`src/rtl/rfb_pkg.sv`:
```
package rfb_pkg;

    localparam int LANES  = 4;
    localparam int BYTE_W = 8;
    localparam int WORD_W = LANES * BYTE_W;
    localparam int LANE_W = $clog2(LANES);

    typedef enum logic [1:0] {
        FLT_NONE    = 2'd0,
        FLT_NULL    = 2'd1,
        FLT_IMEM    = 2'd2,
        FLT_OVERRUN = 2'd3
    } fault_e;

    typedef enum logic [1:0] {
        ST_IDLE = 2'd0,
        ST_LAT  = 2'd1,
        ST_MOVE = 2'd2
    } state_e;

    // Byte-lane selection from a register word
    function automatic logic [BYTE_W-1:0] pick_lane(input logic [WORD_W-1:0] w,
                                                    input logic [LANE_W-1:0] l);
        return w[l*BYTE_W +: BYTE_W];
    endfunction

endpackage

```
`src/rtl/rfb_cmd_check.sv`:
```
module rfb_cmd_check
    import rfb_pkg::*;
#(
    parameter int ADDR_W = 16,
    parameter int CNT_W  = 8,
    parameter int NREGS  = 32
) (
    input  logic [ADDR_W-1:0]          addr,
    input  logic [CNT_W-1:0]           count,
    input  logic [$clog2(NREGS)-1:0]   rsel,
    input  logic [LANE_W-1:0]          lane,
    input  logic                       null_en,
    input  logic                       standalone,
    input  logic [ADDR_W-1:0]          imem_base,
    output fault_e                     code
);
    localparam int REG_W      = $clog2(NREGS);
    localparam int POS_W      = REG_W + LANE_W;
    localparam int SUM_W      = ((CNT_W > POS_W) ? CNT_W : POS_W) + 1;
    localparam int FILE_BYTES = NREGS * LANES;
    localparam int END_W      = ADDR_W + 1;

    logic [SUM_W-1:0] span_end;
    logic [END_W-1:0] addr_end;
    logic             hit_null, hit_imem, hit_over;

    always_comb begin
        span_end = SUM_W'({rsel, lane}) + SUM_W'(count);
        addr_end = END_W'(addr) + END_W'(count);
        hit_null = null_en && (addr < ADDR_W'(4));
        hit_imem = standalone && ((addr >= imem_base) || (addr_end > END_W'(imem_base)));
        hit_over = span_end > SUM_W'(FILE_BYTES);
        if (hit_null)      code = FLT_NULL;
        else if (hit_imem) code = FLT_IMEM;
        else if (hit_over) code = FLT_OVERRUN;
        else               code = FLT_NONE;
    end

endmodule

```
`src/rtl/rfb_cursor.sv`:
```
module rfb_cursor
    import rfb_pkg::*;
#(
    parameter int ADDR_W = 16,
    parameter int CNT_W  = 8,
    parameter int REG_W  = 5
) (
    input  logic              clk,
    input  logic              rst,
    input  logic              load,
    input  logic              step,
    input  logic [ADDR_W-1:0] init_addr,
    input  logic [CNT_W-1:0]  init_count,
    input  logic [REG_W-1:0]  init_reg,
    input  logic [LANE_W-1:0] init_lane,
    output logic [ADDR_W-1:0] cur_addr,
    output logic [REG_W-1:0]  cur_reg,
    output logic [LANE_W-1:0] cur_lane,
    output logic              last
);
    localparam logic [LANE_W-1:0] TOP_LANE = LANE_W'(LANES - 1);

    logic [CNT_W-1:0] remain;

    always_ff @(posedge clk) begin
        if (rst) begin
            cur_addr <= '0;
            cur_reg  <= '0;
            cur_lane <= '0;
            remain   <= '0;
        end else if (load) begin
            cur_addr <= init_addr;
            cur_reg  <= init_reg;
            cur_lane <= init_lane;
            remain   <= init_count;
        end else if (step) begin
            cur_addr <= cur_addr + ADDR_W'(1);
            remain   <= remain - CNT_W'(1);
            if (cur_lane == TOP_LANE) begin
                cur_lane <= '0;
                cur_reg  <= cur_reg + REG_W'(1);
            end else begin
                cur_lane <= cur_lane + LANE_W'(1);
            end
        end
    end

    assign last = (remain == CNT_W'(1));

    // consecutive byte steps visit consecutive addresses
    p_addr_ascend_r3: assert property (@(posedge clk) disable iff (rst)
        (step && $past(step) && !$past(load)) |-> (cur_addr == $past(cur_addr) + ADDR_W'(1)));

    // lane rolls from the top lane to 0 and the register advances
    p_lane_wrap_r4: assert property (@(posedge clk) disable iff (rst)
        (step && $past(step) && $past(cur_lane) == TOP_LANE)
            |-> (cur_lane == '0 && cur_reg == $past(cur_reg) + REG_W'(1)));

    // below the top lane the register holds and the lane advances
    p_lane_inc_r4: assert property (@(posedge clk) disable iff (rst)
        (step && $past(step) && $past(cur_lane) != TOP_LANE)
            |-> (cur_lane == $past(cur_lane) + LANE_W'(1) && $stable(cur_reg)));

endmodule

```
`src/rtl/rfb_lane_pick.sv`:
```
module rfb_lane_pick
    import rfb_pkg::*;
(
    input  logic [WORD_W-1:0] word,
    input  logic [LANE_W-1:0] sel,
    output logic [BYTE_W-1:0] byte_out
);
    logic [BYTE_W-1:0] lane_bytes [LANES];

    for (genvar g = 0; g < LANES; g++) begin : g_lane
        assign lane_bytes[g] = word[g*BYTE_W +: BYTE_W];
    end

    assign byte_out = lane_bytes[sel];

endmodule

```
`src/rtl/rf_burst_mover.sv`:
```
module rf_burst_mover
    import rfb_pkg::*;
#(
    parameter int ADDR_W     = 16,
    parameter int CNT_W      = 8,
    parameter int NREGS      = 32,
    parameter int LAT_CYCLES = 2
) (
    input  logic                     clk,
    input  logic                     rst,
    input  logic                     cmd_valid,
    input  logic                     cmd_store,
    input  logic [ADDR_W-1:0]        cmd_addr,
    input  logic [CNT_W-1:0]         cmd_count,
    input  logic [$clog2(NREGS)-1:0] cmd_reg,
    input  logic [1:0]               cmd_lane,
    input  logic                     cfg_null_trap,
    input  logic                     cfg_standalone,
    input  logic [ADDR_W-1:0]        cfg_imem_base,
    output logic                     busy,
    output logic                     done,
    output logic                     fault,
    output logic [1:0]               fault_code,
    output logic [ADDR_W-1:0]        mem_addr,
    output logic                     mem_we,
    output logic                     mem_re,
    output logic [7:0]               mem_wdata,
    input  logic [7:0]               mem_rdata,
    output logic [$clog2(NREGS)-1:0] rf_ridx,
    input  logic [31:0]              rf_rdata,
    output logic                     rf_we,
    output logic [$clog2(NREGS)-1:0] rf_widx,
    output logic [1:0]               rf_wlane,
    output logic [7:0]               rf_wdata
);
    localparam int REG_W  = $clog2(NREGS);
    localparam int LAT_W  = (LAT_CYCLES > 1) ? $clog2(LAT_CYCLES) : 1;
    localparam int LAT_M1 = (LAT_CYCLES > 0) ? LAT_CYCLES - 1 : 0;

    state_e            st;
    logic [LAT_W-1:0]  lat_cnt;
    logic              dir_store;
    logic              done_q, fault_q;
    fault_e            code_q;
    fault_e            chk_code;
    logic              accept, start_move, moving;
    logic [ADDR_W-1:0] cur_addr;
    logic [REG_W-1:0]  cur_reg;
    logic [LANE_W-1:0] cur_lane;
    logic              last;
    logic [BYTE_W-1:0] store_byte;

    rfb_cmd_check #(.ADDR_W(ADDR_W), .CNT_W(CNT_W), .NREGS(NREGS)) i_check (
        .addr       (cmd_addr),
        .count      (cmd_count),
        .rsel       (cmd_reg),
        .lane       (cmd_lane),
        .null_en    (cfg_null_trap),
        .standalone (cfg_standalone),
        .imem_base  (cfg_imem_base),
        .code       (chk_code)
    );

    assign accept     = cmd_valid && (st == ST_IDLE);
    assign start_move = accept && (chk_code == FLT_NONE) && (cmd_count != '0);
    assign moving     = (st == ST_MOVE);

    rfb_cursor #(.ADDR_W(ADDR_W), .CNT_W(CNT_W), .REG_W(REG_W)) i_cursor (
        .clk        (clk),
        .rst        (rst),
        .load       (start_move),
        .step       (moving),
        .init_addr  (cmd_addr),
        .init_count (cmd_count),
        .init_reg   (cmd_reg),
        .init_lane  (cmd_lane),
        .cur_addr   (cur_addr),
        .cur_reg    (cur_reg),
        .cur_lane   (cur_lane),
        .last       (last)
    );

    rfb_lane_pick i_pick (
        .word     (rf_rdata),
        .sel      (cur_lane),
        .byte_out (store_byte)
    );

    always_ff @(posedge clk) begin
        if (rst) begin
            st        <= ST_IDLE;
            lat_cnt   <= '0;
            dir_store <= 1'b0;
            done_q    <= 1'b0;
            fault_q   <= 1'b0;
            code_q    <= FLT_NONE;
        end else begin
            done_q  <= 1'b0;
            fault_q <= 1'b0;
            unique case (st)
                ST_IDLE: begin
                    if (accept) begin
                        dir_store <= cmd_store;
                        if (chk_code != FLT_NONE) begin
                            fault_q <= 1'b1;
                            code_q  <= chk_code;
                        end else if (cmd_count == '0) begin
                            done_q <= 1'b1;
                        end else begin
                            lat_cnt <= '0;
                            st      <= (LAT_CYCLES > 0) ? ST_LAT : ST_MOVE;
                        end
                    end
                end
                ST_LAT: begin
                    if (lat_cnt == LAT_W'(LAT_M1)) st <= ST_MOVE;
                    else                           lat_cnt <= lat_cnt + LAT_W'(1);
                end
                ST_MOVE: begin
                    if (last) begin
                        st     <= ST_IDLE;
                        done_q <= 1'b1;
                    end
                end
                default: st <= ST_IDLE;
            endcase
        end
    end

    assign busy       = (st != ST_IDLE);
    assign done       = done_q;
    assign fault      = fault_q;
    assign fault_code = code_q;

    assign mem_addr  = cur_addr;
    assign mem_we    = moving && dir_store;
    assign mem_re    = moving && !dir_store;
    assign mem_wdata = store_byte;
    assign rf_ridx   = cur_reg;
    assign rf_we     = moving && !dir_store;
    assign rf_widx   = cur_reg;
    assign rf_wlane  = cur_lane;
    assign rf_wdata  = mem_rdata;

    // busy only drops together with the completion pulse
    p_busy_end_r1: assert property (@(posedge clk) disable iff (rst)
        $fell(busy) |-> done);

    // completion is a single-cycle pulse
    p_done_pulse_r2: assert property (@(posedge clk) disable iff (rst)
        done |=> !done);

    // a fault never overlaps busy or completion
    p_fault_alone_r12: assert property (@(posedge clk) disable iff (rst)
        $onehot0({done, fault, busy}));

    // a fault comes from an idle block and starts no transfer
    p_fault_idle_r12: assert property (@(posedge clk) disable iff (rst)
        fault |-> (!$past(busy) && !mem_we && !mem_re));

    // a register write only accompanies a memory read
    p_load_pair_r6: assert property (@(posedge clk) disable iff (rst)
        rf_we |-> (mem_re && !mem_we));

endmodule

```
`config.mk`:
```
export PLATFORM = sky130hd
export DESIGN_NAME = rf_burst_mover
export DESIGN_NICKNAME = d
export VERILOG_FILES = /design/src/rtl/rfb_pkg.sv /design/src/rtl/rfb_cmd_check.sv /design/src/rtl/rfb_cursor.sv /design/src/rtl/rfb_lane_pick.sv /design/src/rtl/rf_burst_mover.sv
export SDC_FILE = /design/constraint.sdc
export NUM_CORES = 1
export LEC_CHECK = 0
export BUFFER_PORTS_ARGS = -buffer_cell sky130_fd_sc_hd__buf_2
export CAP_MARGIN = 20
export CORE_MARGIN = 2
export CORE_UTILIZATION = 52
export CTS_BUF_LIST = sky130_fd_sc_hd__clkbuf_8
export DETAILED_ROUTE_END_ITERATION = 7
export PLACE_DENSITY = 0.83
export SLEW_MARGIN = 25
export SYNTH_ARGS = -nofsm -noshare
export SYNTH_HDL_FRONTEND = slang
export SYNTH_SLANG_ARGS = --single-unit
export TNS_END_PERCENT = 50
```
`constraint.sdc`:
```
create_clock -name clk -period 4.8 [get_ports clk]
set_input_delay 0.24 -clock clk [delete_from_list [all_inputs] [get_ports clk]]
set_output_delay 0.24 -clock clk [all_outputs]
set_load 0.005 [all_outputs]
```
# --- Yosys cells after proc, flatten, opt, wreduce, memory -nomap -nowiden ---
# Cells that the tools add are included.
totals:
  wordCells: 91
  input_bits: 93
  rom_bits: 0
  mem_count: 0
  regBits: 39
  out_inout_bits: 52
  ram_bits: 0
  latch_bits: 0
op_classes:
  n_mux: 33
  shift: 0
  addsub: 7
  n_mul: 0
  magnitude_cmp: 5
  div: 0
  n_reduce_logical: 24
  eq_ne: 9
  bitwise_logic: 3
op_table:
  columns: ["cell", "count"]
  rows:
  - ["$mux W16", 2]
  - ["$mux W8", 4]
  - ["$mux W2", 11]
  - ["$add A16 B8 Y17", 1]
  - ["$gt A17 B16 Y1", 1]
  - ["$add A16 B1 Y16 const B", 1]
  - ["$bmux W8 S2", 1]
  - ["$ge A16 B16 Y1", 1]
  - ["$lt A16 B3 Y1 const B", 1]
  - ["$mux W5", 3]
  - ["$reduce_bool A2 Y1", 5]
  - ["$add A7 B8 Y9", 1]
  - ["$gt A9 B8 Y1 const B", 1]
  - ["$mux W1", 9]
  - ["$eq A8 B1 Y1 const B", 1]
  - ["$logic_not A8 Y1", 1]
  - ["$ne A2 B2 Y1 const B", 4]
  - ["$reduce_bool A8 Y1", 1]
  - ["$sub A8 B1 Y8 const B", 1]
  - ["$logic_and A1 B1 Y1", 7]
  - ["$pmux W2 S3", 1]
  - ["$add A5 B1 Y5 const B", 1]
  - ["$reduce_and A5 Y1", 1]
  - ["$eq A2 B2 Y1 const B", 2]
  - ["other kinds (15)", 19]

# --- Logic depth before layout (Yosys ltp) ---
# Gate-level depths: netlist (run 1).
depth:
  ltp_word: 11
  mapped_depth: 19
  depth_no_buf: 17

# --- By module ---
# From an unflattened synthesis (run 1), not the netlist that was laid out.
hier_totals:
  hier_cells: 476
  area_unflattened_um2: 3926.3
modules_own_cells:
  columns: ["module", "area_each_um2", "n_inst", "seq_area_each_um2", "cells_per_inst"]
  rows:
  - ["rfb_cursor", 1625.3, 1, 620.6, 199]
  - ["rfb_cmd_check", 1612.8, 1, 0.0, 209]
  - ["rf_burst_mover", 491.7, 1, 160.2, 58]
  - ["rfb_lane_pick", 196.4, 1, 0.0, 10]

# --- Least setup slack after synthesis (run 1) ---
# Ideal clock, no wire load.
synth_timing:
  path_type: "input port to flip-flop"
  from: "in cmd_addr[0]"
  to: "reg i_cursor.cur_lane[1]"
  path_stages: 18
  required_ns: 4.712
  path_buffers: 2
  arrival_ns: 3.856
  setup_ns: 0.088
  setup_slack_ns: 0.856
  path_cell_list: "ha_1 inv_1 fa_1 nor2b_1 o2111ai_1 a31o_2 nand2_1 xor2_1 ha_1 nand4_1 or3_1 o32ai_1 o221ai_1 o31a_1 or3_1 buf_2 buf_6 a311oi_2"
synth_between:
  elab_chain_len: 10
  word_cells_on_any_way: 14
  classes_between: "1 x add/sub; 3 x order compare; 3 x mux; 7 x reduce/logical"
synth_lines:
  columns: ["item", "line_no", "source"]
  rows:
  - ["start: declaration", "rf_burst_mover.sv:13", "input logic [ADDR_W-1:0] cmd_addr,"]
  - ["$add A16 B8 Y17", "rfb_cmd_check.sv:29", "addr_end = END_W'(addr) + END_W'(count);"]
  - ["$gt A17 B16 Y1", "rfb_cmd_check.sv:31", "hit_imem = standalone && ((addr >= imem_base) || (addr_end > END_W'(imem_base)));"]
  - ["$logic_or A1 B1 Y1", "rfb_cmd_check.sv:31", null]
  - ["$logic_and A1 B1 Y1", "rfb_cmd_check.sv:31", null]
  - ["$mux W2", "rfb_cmd_check.sv:34", "else if (hit_imem) code = FLT_IMEM;"]
  - ["$mux W2 (*)", "rfb_cmd_check.sv:33", "if (hit_null) code = FLT_NULL;"]
  - ["$logic_not A2 Y1 (*)", "rf_burst_mover.sv:65", "assign start_move = accept && (chk_code == FLT_NONE) && (cmd_count != '0);"]
  - ["$logic_and A1 B1 Y1 (*) (2 in a row)", "rf_burst_mover.sv:65", null]
  - ["$mux W2 or $reduce_bool A2 Y1 (tied branches)", null, null]
  - ["end signal: assignment", "rfb_cursor.sv:34", "cur_lane <= init_lane;"]
  - ["end signal: assignment", "rfb_cursor.sv:43", "cur_lane <= cur_lane + LANE_W'(1);"]
  - ["end: declaration", "rfb_cursor.sv:18", "output logic [LANE_W-1:0] cur_lane,"]
# Every way passes the cells marked *; elsewhere a longest branch is shown, timed or not.
# A chain may end at the register's enable or synchronous reset.

# --- Final worst setup path (run 1) ---
layout_timing:
  from: "in cmd_count[0]"
  to: "reg i_cursor.cur_addr[1]"
layout_between:
  elab_chain_len: 10
  word_cells_on_any_way: 15
  classes_between: "2 x add/sub; 2 x order compare; 4 x mux; 7 x reduce/logical"
layout_lines:
  columns: ["item", "line_no", "source"]
  rows:
  - ["start: declaration", "rf_burst_mover.sv:14", "input logic [CNT_W-1:0] cmd_count,"]
  - ["$add A16 B8 Y17", "rfb_cmd_check.sv:29", null]
  - ["$gt A17 B16 Y1", "rfb_cmd_check.sv:31", null]
  - ["$logic_or A1 B1 Y1", "rfb_cmd_check.sv:31", null]
  - ["$logic_and A1 B1 Y1", "rfb_cmd_check.sv:31", null]
  - ["$mux W2", "rfb_cmd_check.sv:34", null]
  - ["$mux W2", "rfb_cmd_check.sv:33", null]
  - ["$logic_not A2 Y1", "rf_burst_mover.sv:65", null]
  - ["$logic_and A1 B1 Y1", "rf_burst_mover.sv:65", null]
  - ["$logic_and A1 B1 Y1 (*)", "rf_burst_mover.sv:65", null]
  - ["$mux W16 or $reduce_bool A2 Y1 (tied branches)", null, null]
  - ["end signal: assignment", "rfb_cursor.sv:32", "cur_addr <= init_addr;"]
  - ["end signal: assignment", "rfb_cursor.sv:37", "cur_addr <= cur_addr + ADDR_W'(1);"]
  - ["end: declaration", "rfb_cursor.sv:16", "output logic [ADDR_W-1:0] cur_addr,"]
# Marked as above.

==> results, run 1 <==
- The number of resized instances in the post-cts repair step is 0.
- The register with the most flip-flops in the layout has 16 of them.
- The die span in x is about 90 um.
- In this run the vertical extent of the chip is 92.4 um.
- The commonest non-fill, non-tap cell in the layout is sky130_fd_sc_hd__buf_2.
- The worst slew margin relative to its limit is 35.3%.
- The max-slew violation count is 0.
- The floorplan die area is roughly 8500 um^2.
- The main combinational cell family by area after synthesis is compound AO/OA/AOI/OAI gates.
- Synthesis inferred 39 register bits.
- Measured on the finished design, the core utilization comes to 62.3%.
- The first global-routing pass estimated 18,800 um of wire.
- The worst hold-check path type is in2reg.
- Ranked by total cell area, the synthesized netlist is headed by sky130_fd_sc_hd__dfxtp_1 (19%), sky130_fd_sc_hd__ha_1 (16%), sky130_fd_sc_hd__a211oi_2 (8.3%).
- The Yosys warning count is 0.
- The number of antenna diodes in the final layout is 0.
- The sum of negative setup slack is 0 ns.
- Counting flops with an async set or reset pin after synthesis yields a share of 0%.
- The final number of hold-violating endpoints is 0.
- Clock tree synthesis selected as its root buffer the cell sky130_fd_sc_hd__clkbuf_8.
- Clock-pin slew was measured on the worst setup and hold paths at 0.08 ns.
- The H-tree was split into 2 levels.
- The quantity of I/O buffers inserted on ports is around 130.
- The upper clock frequency limit is 227 MHz.
- The detail route stage leaves a number of antenna-violating nets equal to 0.
- The netlist uses 56 different library cells.
- Averaged over all synthesized cells, the footprint is 8.64 um^2.
- The fraction of the mapped netlist area in simple logic gates is roughly a fifth.
- The run finished with clean final reports.
- The floorplan has 32 rows.
- The leftover overflow at the end of global routing is 0.
- The top cell types in the final layout, fill and taps aside, are sky130_fd_sc_hd__buf_2 (128), sky130_fd_sc_hd__ha_1 (52), sky130_fd_sc_hd__dfxtp_1 (39).
- The reported leakage power is 2.09 nW.
- For this configuration, the core starts out at a cell density of 53.1%.
- Buffers added to address setup during post-CTS repair amount to 0.
- The layout has 703 filler cells.
- The clock passes through at most 2 buffers.
- The time the final worst path needs with I/O delays and setup is between 4 and 5 ns.
- The number of enable flip-flop cells after synthesis is 0.
- The worst setup path is launched from an input pin.
- The via count of the first global-routing pass is 4,011.
- VDD sags by at most 0.000137 V.
- The congestion estimate from routability-driven global placement came to around 0.93.
- The proportion of layout cells with a drive suffix above 1 is approximately a third.
- The synthesized-area fraction occupied by ao, oa, aoi and oai cells is a little over a fifth.
- The critical path data arrival time is around 4.6 ns.
- The mean routed wirelength per cell is 17.2 um.
- The critical path required time is 4.99 ns.
- The setup skew after layout is approximately 0.0079 ns.
- Summing every instance area after synthesis gives 4060 um^2.
- The post-route fraction of the period consumed by the critical path is slightly above 90%.
- The number of optimization iterations in the first detailed-route pass is 4.
- The multiplexer area fraction after synthesis is 4.93%.
- The top cell type by area accounts for 19.2% of the synthesized area.
- The number of antenna violations at the first check in global routing is 0.
- The final total power is between 1 and 1.5 mW.
- The remaining design rule violation count is 0.
- The final setup violation count is 0.
- The sequential element share of the synthesized area is 19.2%.
- The clock insertion delay at the later pin of the skew report is 0.29 ns.
- The total via count after detailed routing is 4,082.
- sky130_fd_sc_hd__dfxtp_1 takes more of the synthesized area than any other cell.
- The area overhead of the layout relative to synthesis is 17.4%.
- The cts-stage hold buffer count is 0.
- The total wire length after detailed routing is 11,600 um.
- Across every metal layer, demand over resource in global routing totals 27.1%.
- Synthesis handed over a netlist of between 400 and 500 instances.
- In this run the cell area measured after placement is 4660 um^2.
- The areal power density over the cells is ~220 nW/um^2.
- Setup repair after global routing left no endpoint under its margin.
- The number of maximum-capacitance violations is 0.
- CTS saw 39 sinks.
- Once layout is done, the placed cells without fillers occupy 4770 um^2.
- The most used flip-flop cell after synthesis is sky130_fd_sc_hd__dfxtp_1.
- When the netlist entered floorplanning its net count stood at approximately 620.
- At the end of the flow, the number of nets in the layout was roughly 720.
- The actual slew at the worst max-slew pin is 0.970 ns.
- The fraction of the mapped netlist area in adder cells is 17.0%.
- Clock tree synthesis inserted a total of 5 buffers.
- The detailed router finished its first iteration with around 260 violations.
- The maximum fanout count along the critical path is 31.
- Detailed placement finished with a half-perimeter wire length of 9290 um.
- The maximum number of pins on one net before global-route repair is 37.
- The post-detailed-route via-to-cell ratio is 6.03.
- The clock tree from TritonCTS is done.
- The post-synthesis xor/xnor area fraction is 8.85%.
- For this design the top-level I/O count stands at between 100 and 150.
- By startpoint and endpoint, the worst setup path is classified as in2reg.
- The core box area is about 7600 um^2.
- The element type at the critical path end is a register.
-- per-layer routing --
metal | up-vias | routed length, um | share of wire, % | track usage, %
li1 | 1974 | - | - | -
met1 | 1890 | 4810 | 41 | 31.7
met2 | 185 | 5500 | 47 | 47.9
met3 | 33 | 902 | 7.7 | 5.45
met4 | 0 | 435 | 3.7 | 11.8
met5 | - | 0 | 0 | 0
-- worst max-delay path: stages --
cell,delay (ns)
sky130_fd_sc_hd__buf_2,0.13
sky130_fd_sc_hd__ha_1,0.18
sky130_fd_sc_hd__inv_1,0.05
sky130_fd_sc_hd__fa_1,0.40
sky130_fd_sc_hd__nor2b_1,0.18
sky130_fd_sc_hd__o2111ai_1,0.15
sky130_fd_sc_hd__a31o_2,0.29
sky130_fd_sc_hd__nand2_1,0.14
sky130_fd_sc_hd__xor2_1,0.10
sky130_fd_sc_hd__ha_1,0.29
sky130_fd_sc_hd__nand4_1,0.15
sky130_fd_sc_hd__or3_1,0.41
sky130_fd_sc_hd__o32ai_1,0.32
sky130_fd_sc_hd__o221ai_1,0.19
sky130_fd_sc_hd__o31a_1,0.42
sky130_fd_sc_hd__or3_1,0.41
sky130_fd_sc_hd__buf_4,0.29
sky130_fd_sc_hd__a311oi_1,0.26
-- final cells by class --
type | count | area [um^2] | share of cell area, %
multi-input cells | 362 | 2950 | 61.9
flip-flops and latches | 39 | 781 | 16.4
repair buffers | 134 | 686 | 14.4
well taps | 102 | 128 | 2.68
inverters | 32 | 120 | 2.52
clock buffers | 7 | 96.3 | 2.02
clock inverters | 1 | 7.51 | 0.157
-- per-stage QoR --
step | setup slack, ns | cells | hold slack, ns
2_1_floorplan | 0.856 | 470 | 0.383
3_3_place_gp | 0.345 | 669 | 0.456
3_5_place_dp | 0.203 | 669 | 0.471
4_1_cts | 0.476 | 677 | 0.207
5_1_grt | 0.154 | 677 | 0.213
6_report | 0.401 | 677 | 0.204
-- power by group --
| group | internal, mW | switching, mW | total (mW) | leakage, nW |
|---|---|---|---|---|
| combinational | 0.188 | 0.226 | 0.414 | 1.72 |
| sequential | 0.350 | 0.0326 | 0.383 | 0.319 |
| clock | 0.131 | 0.117 | 0.248 | 0.0505 |
| total | 0.669 | 0.376 | 1.05 | 2.09 |
-- synth_stat cells, drive strengths merged (5+ instances only) --
cell / n
nand2: 26
a21oi: 24
nand4: 13
nand3: 15
nor4: 35
nor2: 22
o21ai: 9
buf: 19
xor2: 16
nor3b: 5
a211oi: 32
and3: 5
ha: 52
inv: 32
mux4: 8
nand2b: 6
xnor2: 25
nor3: 11
dfxtp: 39
clkbuf: 18
-- final timing paths --
path	start	end	slack (ns)	cells after the start
worst max-delay path	cmd_count[0]	i_cursor.cur_addr[1]	0.40	18
worst max register to register	st[0]	i_cursor.remain[5]	2.83	5
worst min-delay path	cmd_store	dir_store	0.20	3
worst min register to register	dir_store	dir_store	0.48	2
-- kinds of logic after synthesis --
logic type | Yosys count
XOR/XNOR | 41
AND/OR/NAND/NOR | 154
multiplexers | 10
adder cells (fa/ha/maj) | 54
buffers and inverters | 69
AO/OA/AOI/OAI | 103
flip-flops | 39
Note: power is estimated with default switching activity, not from simulation.
==> inputs of run 2 (changes only) <==
PLACE_DENSITY = 0.88   (was 0.83)
==> run 2 against run 1 <==
Compared with the run above: clock-buffer cell count is 2 lower; sequential cell count stayed put; die area stayed put; critical path depth stayed put; final area is 0.60% higher; via count is 1.2% higher; fmax is 0.43% higher; combinational power hardly changed; final cell count stayed put; clock skew is 0.0035 ns lower.
==> results, run 2 (synthesized netlist as in run 1, its figures left out) <==
- The iteration-0 DRC count of the detailed router is 292.
- The floorplan die area is roughly 8500 um^2.
- STA puts the critical path data required time at 4.99 ns.
- Relative to the synthesized area, the layout overhead comes to 18.2%.
- The worst register-to-register path has a depth of 5.
- The final number of hold-violating endpoints is 0.
- The leftover overflow at the end of global routing is 0.
- The worst hold-check path type is in2reg.
- Leaving out fill and tap cells, the most frequent cell in the layout is sky130_fd_sc_hd__buf_2.
- The number of filler cells placed in the layout is 677.
- After layout, the minimum clock period comes to around 4.4 ns.
- The worst slew margin relative to its limit is 34.4%.
- The total wire length after detailed routing is roughly 12,000 um.
- The buffer levels on the longest clock path is 2.
- The final setup violation count is 0.
- The number of optimization iterations in the first detailed-route pass is 5.
- Across the run, the number of max-cap violations was 0.
- The mean routed wirelength per cell is 17.1 um.
- From bottom edge to top edge, the die measures 92.4 um.
- TritonCTS built the clock tree.
- Buffers placed on the I/O ports in this run total around 130.
- The post-CTS clock slew at the launch and capture registers of the worst setup and hold paths is 0.08 ns.
- The number of antenna diodes in the final layout is 0.
- The number of antenna violations at the first check in global routing is 0.
- The count of nets left with antenna violations once routing finished came out at 0.
- Using the TritonRoute via totals, the vias-per-cell ratio works out to 6.10.
- The clock insertion delay at the later pin of the skew report is between 0.2 and 0.3 ns.
- The master cell of the clock root buffer is sky130_fd_sc_hd__clkbuf_8.
- In the final design database the tool counted 721 nets.
- Once the floorplan was initialized, standard cells occupied 53.1% of the core.
- The core occupancy in the finished layout is a little over three fifths.
- The destination of the worst register-to-register timing path is i_cursor.remain[5].
- Hold repair after CTS inserted 0 buffers.
- The via count of the first global-routing pass is 4,185.
- The flip-flop count of the largest register after layout is 16.
- Setup slack on the worst reg-to-reg path comes out at 2.73 ns.
- STA classifies the critical path startpoint as an input pin.
- The setup skew after layout is 0.00441 ns.
- The last weighted congestion value of the routability-driven placer is 0.949.
- Setup repair after global routing left no endpoint under its margin.
- The total via count after detailed routing is 4,132.
- For this run, the total global-route usage over all layers was measured as about 28%.
- The setup path with the least slack is of type in2reg.
- At the pin with the least slew margin, the transition time is 0.984 ns.
- VDD sags by at most 0.000126 V.
- In this run the worst path has a maximum fanout of 31.
- The proportion of layout cells with a drive suffix above 1 is 32.2%.
- Once detailed placement completed, the half-perimeter wirelength came to 9150 um.
- The remaining design rule violation count is 0.
- The die span in x is 92.4 um.
- The I/O pin count is 145.
- Entering global routing, the biggest net connects 37 pins.
- The max-slew violation count came to 0.
- The reported leakage power is 2.11 nW.
- In the layout the commonest cells are sky130_fd_sc_hd__buf_2 (128), sky130_fd_sc_hd__ha_1 (52), sky130_fd_sc_hd__dfxtp_1 (39).
- For the final routed database, the setup TNS stands at 0 ns.
- The wire length of the first global-routing pass is 19,600 um.
- At the worst endpoint, the arrival time is between 4 and 5 ns.
- Dividing total power by cell area gives a power density of roughly 230 nW/um^2.
- The upper clock frequency limit is between 200 and 250 MHz.
- The worst reg2reg path startpoint is st[0].
- The number of buffers inserted by post-CTS setup repair is 0.
- The H-tree was split into 2 levels.
- The critical path starts at cmd_addr[1].
- Counting every sink on the clock net gives 39.
- Dividing the final minimum period by the clock period gives approximately nine tenths.
- TritonCTS created 5 clock buffers.
- The critical path ends at i_cursor.cur_addr[1].
- The total number of placement rows is 32.
- The number of resized instances in the post-cts repair step is 0.
- The flow ran to the end, and the final reports show no timing, DRC or antenna violations.
- The core box area is 7650 um^2.
- STA classifies the critical path endpoint as a register.
## run 2: worst min-delay path by stage
stage	slack, ns	cells after the start	startpoint	endpoint
2_1_floorplan	0.38	2	cmd_count[1]	i_cursor.remain[1]
5_1_grt	0.21	3	cmd_store	dir_store
6_report	0.21	3	cmd_store	dir_store
3_5_place_dp	0.47	2	dir_store	dir_store
3_3_place_gp	0.46	2	dir_store	dir_store
4_1_cts	0.20	3	cmd_store	dir_store
## run 2: worst max-delay path: stages
cell and delay (ns):
sky130_fd_sc_hd__buf_2 0.13, sky130_fd_sc_hd__ha_1 0.29, sky130_fd_sc_hd__a21o_1 0.18, sky130_fd_sc_hd__a21oi_1 0.23
sky130_fd_sc_hd__o21bai_1 0.12, sky130_fd_sc_hd__a211o_1 0.32, sky130_fd_sc_hd__a41oi_1 0.35, sky130_fd_sc_hd__nand2b_1 0.17
sky130_fd_sc_hd__xnor2_1 0.13, sky130_fd_sc_hd__ha_1 0.28, sky130_fd_sc_hd__nand4_1 0.18, sky130_fd_sc_hd__nor3_1 0.08
sky130_fd_sc_hd__a221oi_1 0.28, sky130_fd_sc_hd__o221ai_1 0.21, sky130_fd_sc_hd__o31a_1 0.43, sky130_fd_sc_hd__or3_1 0.41
sky130_fd_sc_hd__buf_4 0.28, sky130_fd_sc_hd__a311oi_1 0.25
## run 2: cell type report
| class | instances | area, um^2 | share of cell area (%) |
|---|---|---|---|
| Timing Repair Buffer | 134 | 686 | 14.3 |
| Clock inverter | 3 | 63.8 | 1.33 |
| Inverter | 32 | 120 | 2.50 |
| Multi-Input combinational cell | 362 | 2950 | 61.5 |
| Sequential cell | 39 | 781 | 16.3 |
| Tap cell | 102 | 128 | 2.66 |
| Clock buffer | 5 | 68.8 | 1.43 |
## run 2: metrics by stage
step           hold slack (ns)  worst slack, ns  power (mW)  cells  instance area (um^2)
6_report                 0.206            0.420        1.11    677                  4800
5_1_grt                  0.206            0.127        1.19    677                  4800
4_1_cts                  0.199            0.458        1.11    677                  4800
3_5_place_dp             0.467            0.182       0.797    669                  4660
3_3_place_gp             0.458            0.329       0.781    669                  4660
2_1_floorplan            0.383            0.856       0.664    470                  4060
## run 2: routing by layer
layer,GRT usage (%),wire length (um),vias to the layer above
li1,-,-,1968
met5,0,0,-
met2,48.3,5390,204
met3,4.31,987,49
met1,34.5,4670,1911
met4,13.3,492,0
## run 2: power breakdown
| group | total, mW | internal, mW | switching [mW] |
|---|---|---|---|
| combinational | 0.413 | 0.188 | 0.225 |
| sequential | 0.382 | 0.350 | 0.0319 |
| clock | 0.319 | 0.206 | 0.114 |
==> inputs of run 3 (changes only) <==
MAX_ROUTING_LAYER = met4   (was default)
==> run 3 against run 2 <==
Compared with the run above: routed wire length grew 2.9%; non-clock buffer count is the same; worst setup slack is essentially flat; final cell count is the same; critical endpoint unchanged; total power grew 0.57%; fmax is essentially flat; clock skew grew 0.0044 ns.
==> results, run 3 (synthesized netlist as in run 1, its figures left out) <==
- The run finished with clean final reports.
- The deepest level of the CTS H-tree is 2.
- In the final layout, the multi-input gates occupy ~2900 um^2.
- The total wire length after detailed routing is 11,900 um.
- Before antenna repair, the detailed router went through 5 iterations.
- The finished cells cover ~4800 um^2.
- The number of hold buffers added after CTS was 0.
- The buffer levels on the longest clock path is 2.
- The element type at the critical path end is a register.
- The worst-case hold slack is 0.204 ns.
- After the first detailed-routing iteration, the DRC count stood at between 300 and 400.
- STA puts the critical path data arrival time at between 4 and 5 ns.
- For the worst-skew pair, the clock arrives at the later sink with an insertion delay of just under 0.3 ns.
- Relative to the synthesized area, the layout overhead comes to 18.2%.
- The sum of negative setup slack is 0 ns.
- The register with the most flip-flops in the layout has 16 of them.
- In the routed design, unresolved DRC markers number 0.
- The worst hold path passes through 3 cells.
- The mean routed wirelength per cell is 17.5 um.
- Headroom to the max-slew limit came out at 36.1%.
- Static timing analysis puts the maximum clock frequency at 228 MHz.
- Cells with a size suffix above 1 make up 32.2% of the layout.
- The category of the worst setup path launch point is an input pin.
- The vertical extent of the die is between 90 and 100 um.
- The congestion estimate from routability-driven global placement came to 0.923.
- Clock tree synthesis found a total of 39 sinks.
- The detail route stage leaves a number of antenna-violating nets equal to 0.
- The number of maximum-capacitance violations is 0.
- The number of cells on the worst reg-to-reg path is 6.
- For this configuration, the core starts out at a cell density of 53.1%.
- The sequential cells in the finished layout cover a total of 781 um^2.
- The floorplan die area is about 8500 um^2.
- The final number of hold-violating endpoints came to 0.
- The critical path goes through buf_2 > ha_1 > inv_1 > fa_1 > nor2b_1 > o2111ai_1 > a31o_2 > nand2_1 > xor2_1 > ha_1 > nand4_1 > or3_1 > o32ai_1 > o221ai_1 > o31a_1 > or3_1 > buf_4 > a311oi_1.
- The post-route fraction of the period consumed by the critical path is 91.3%.
- The design draws 1.12 mW.
- The analysis attributes to cell leakage a power of 2.11 nW.
- The master cell of the clock root buffer is sky130_fd_sc_hd__clkbuf_8.
- The half-perimeter wire length of the detailed placement result is roughly 9300 um.
- The max-slew violation count was 0.
- The worst hold-check path type is in2reg.
- The post-detailed-route via-to-cell ratio is approximately 6.2.
- The post-CTS clock slew at the launch and capture registers of the worst setup and hold paths is 0.08 ns.
- The via count of the first global-routing pass is a little over 4,000.
- In this run the core area contains 32 standard-cell rows.
- After filler insertion, the fill cell instance count of the layout stands at 674.
- Buffers added to address setup during post-CTS repair amount to 0.
- The core region is about 7600 um^2.
- The net count of the finished layout is between 700 and 800.
- The clock tree from TritonCTS is done.
- Setup violations remaining at the end of the flow were counted as 0.
- Entering global routing, the biggest net connects 37 pins.
- Setup repair after global routing left no endpoint under its margin.
- The time the final worst path needs with I/O delays and setup is 4.38 ns.
- The areal power density over the cells is 234 nW/um^2.
- In the layout the commonest cells are sky130_fd_sc_hd__buf_2 (128), sky130_fd_sc_hd__ha_1 (52), sky130_fd_sc_hd__dfxtp_1 (39).
- 145 I/O pins were placed.
- Gates resized during post-CTS repair numbered 0.
- The leftover overflow at the end of global routing is 0.
- The maximum cell stage delay along the critical path is 0.44 ns.
- The actual slew at the worst max-slew pin is 0.958 ns.
- The combined global-route utilization of all metal layers is between 20% and 30%.
- The first global-routing pass estimated 19,100 um of wire.
- The maximum fanout count along the critical path is 31.
- The number of antenna violations at the first check in global routing came to 0.
- The quantity of I/O buffers inserted on ports is 128.
- The routed layout has 4,165 vias.
- The commonest non-fill, non-tap cell in the layout is sky130_fd_sc_hd__buf_2.
- The worst-case IR drop observed on VDD is 0.000129 V.
- The number of clock buffers added by TritonCTS is 5.
- The critical path is of the in2reg type.
- From left edge to right edge, the die measures 92.4 um.
- The cell with the biggest individual delay on the critical path is sky130_fd_sc_hd__o31a_1.
- Summing all placed instances gives a cell area of ~4700 um^2.
- The critical path required time is 4.99 ns.
- The number of antenna diodes in the final layout is 0.
- Across the routed clock network, the largest skew measured is a little under 0.009 ns.
==> run 3: cell counts in the layout (fill, tap and decap cells not counted) <==
Identical to the previous run, type by type.
==> run 3: final timing paths <==
path	startpoint	to	slack [ns]
max	cmd_count[0]	i_cursor.cur_addr[1]	0.42
min	cmd_store	dir_store	0.20
max reg2reg	st[0]	i_cursor.cur_addr[1]	2.79
min reg2reg	dir_store	dir_store	0.49
==> run 3: metrics by stage <==
stage	utilization, %	instances	setup slack (ns)
3_3_place_gp	61.0	669	0.331
5_1_grt	62.7	677	0.142
4_1_cts	62.7	677	0.465
6_report	62.7	677	0.420
3_5_place_dp	61.0	669	0.182
2_1_floorplan	-	470	0.856
==> run 3: where the power goes <==
group	internal (mW)	switching, mW	total, mW
combinational	0.188	0.227	0.414
clock	0.206	0.117	0.323
sequential	0.350	0.0331	0.384
==> run 3: cell type report <==
class | instances | area share (%)
clock buffers | 5 | 1.43
clock inverters | 3 | 1.33
inverters | 32 | 2.50
multi-input cells | 362 | 61.5
flip-flops and latches | 39 | 16.3
well taps | 102 | 2.66
repair buffers | 134 | 14.3
==> run 3: per-layer routing <==
layer | wire (um) | track usage (%) | up-vias
met4 | 374 | 12.4 | 0
li1 | - | - | 1972
met5 | 0 | - | -
met3 | 863 | 3.91 | 33
met1 | 4930 | 32.8 | 1959
met2 | 5700 | 48.2 | 201
==> run 3: worst max-delay path, delay by kind of cell <==
kind | cells | cell delay [ns]
and+or+nand+nor | 5 | 1.30
buffers and inverters | 3 | 0.47
xor gates and xnor gates | 1 | 0.09
adders and majority gates | 3 | 0.87
AOI/OAI and AO/OA | 6 | 1.60
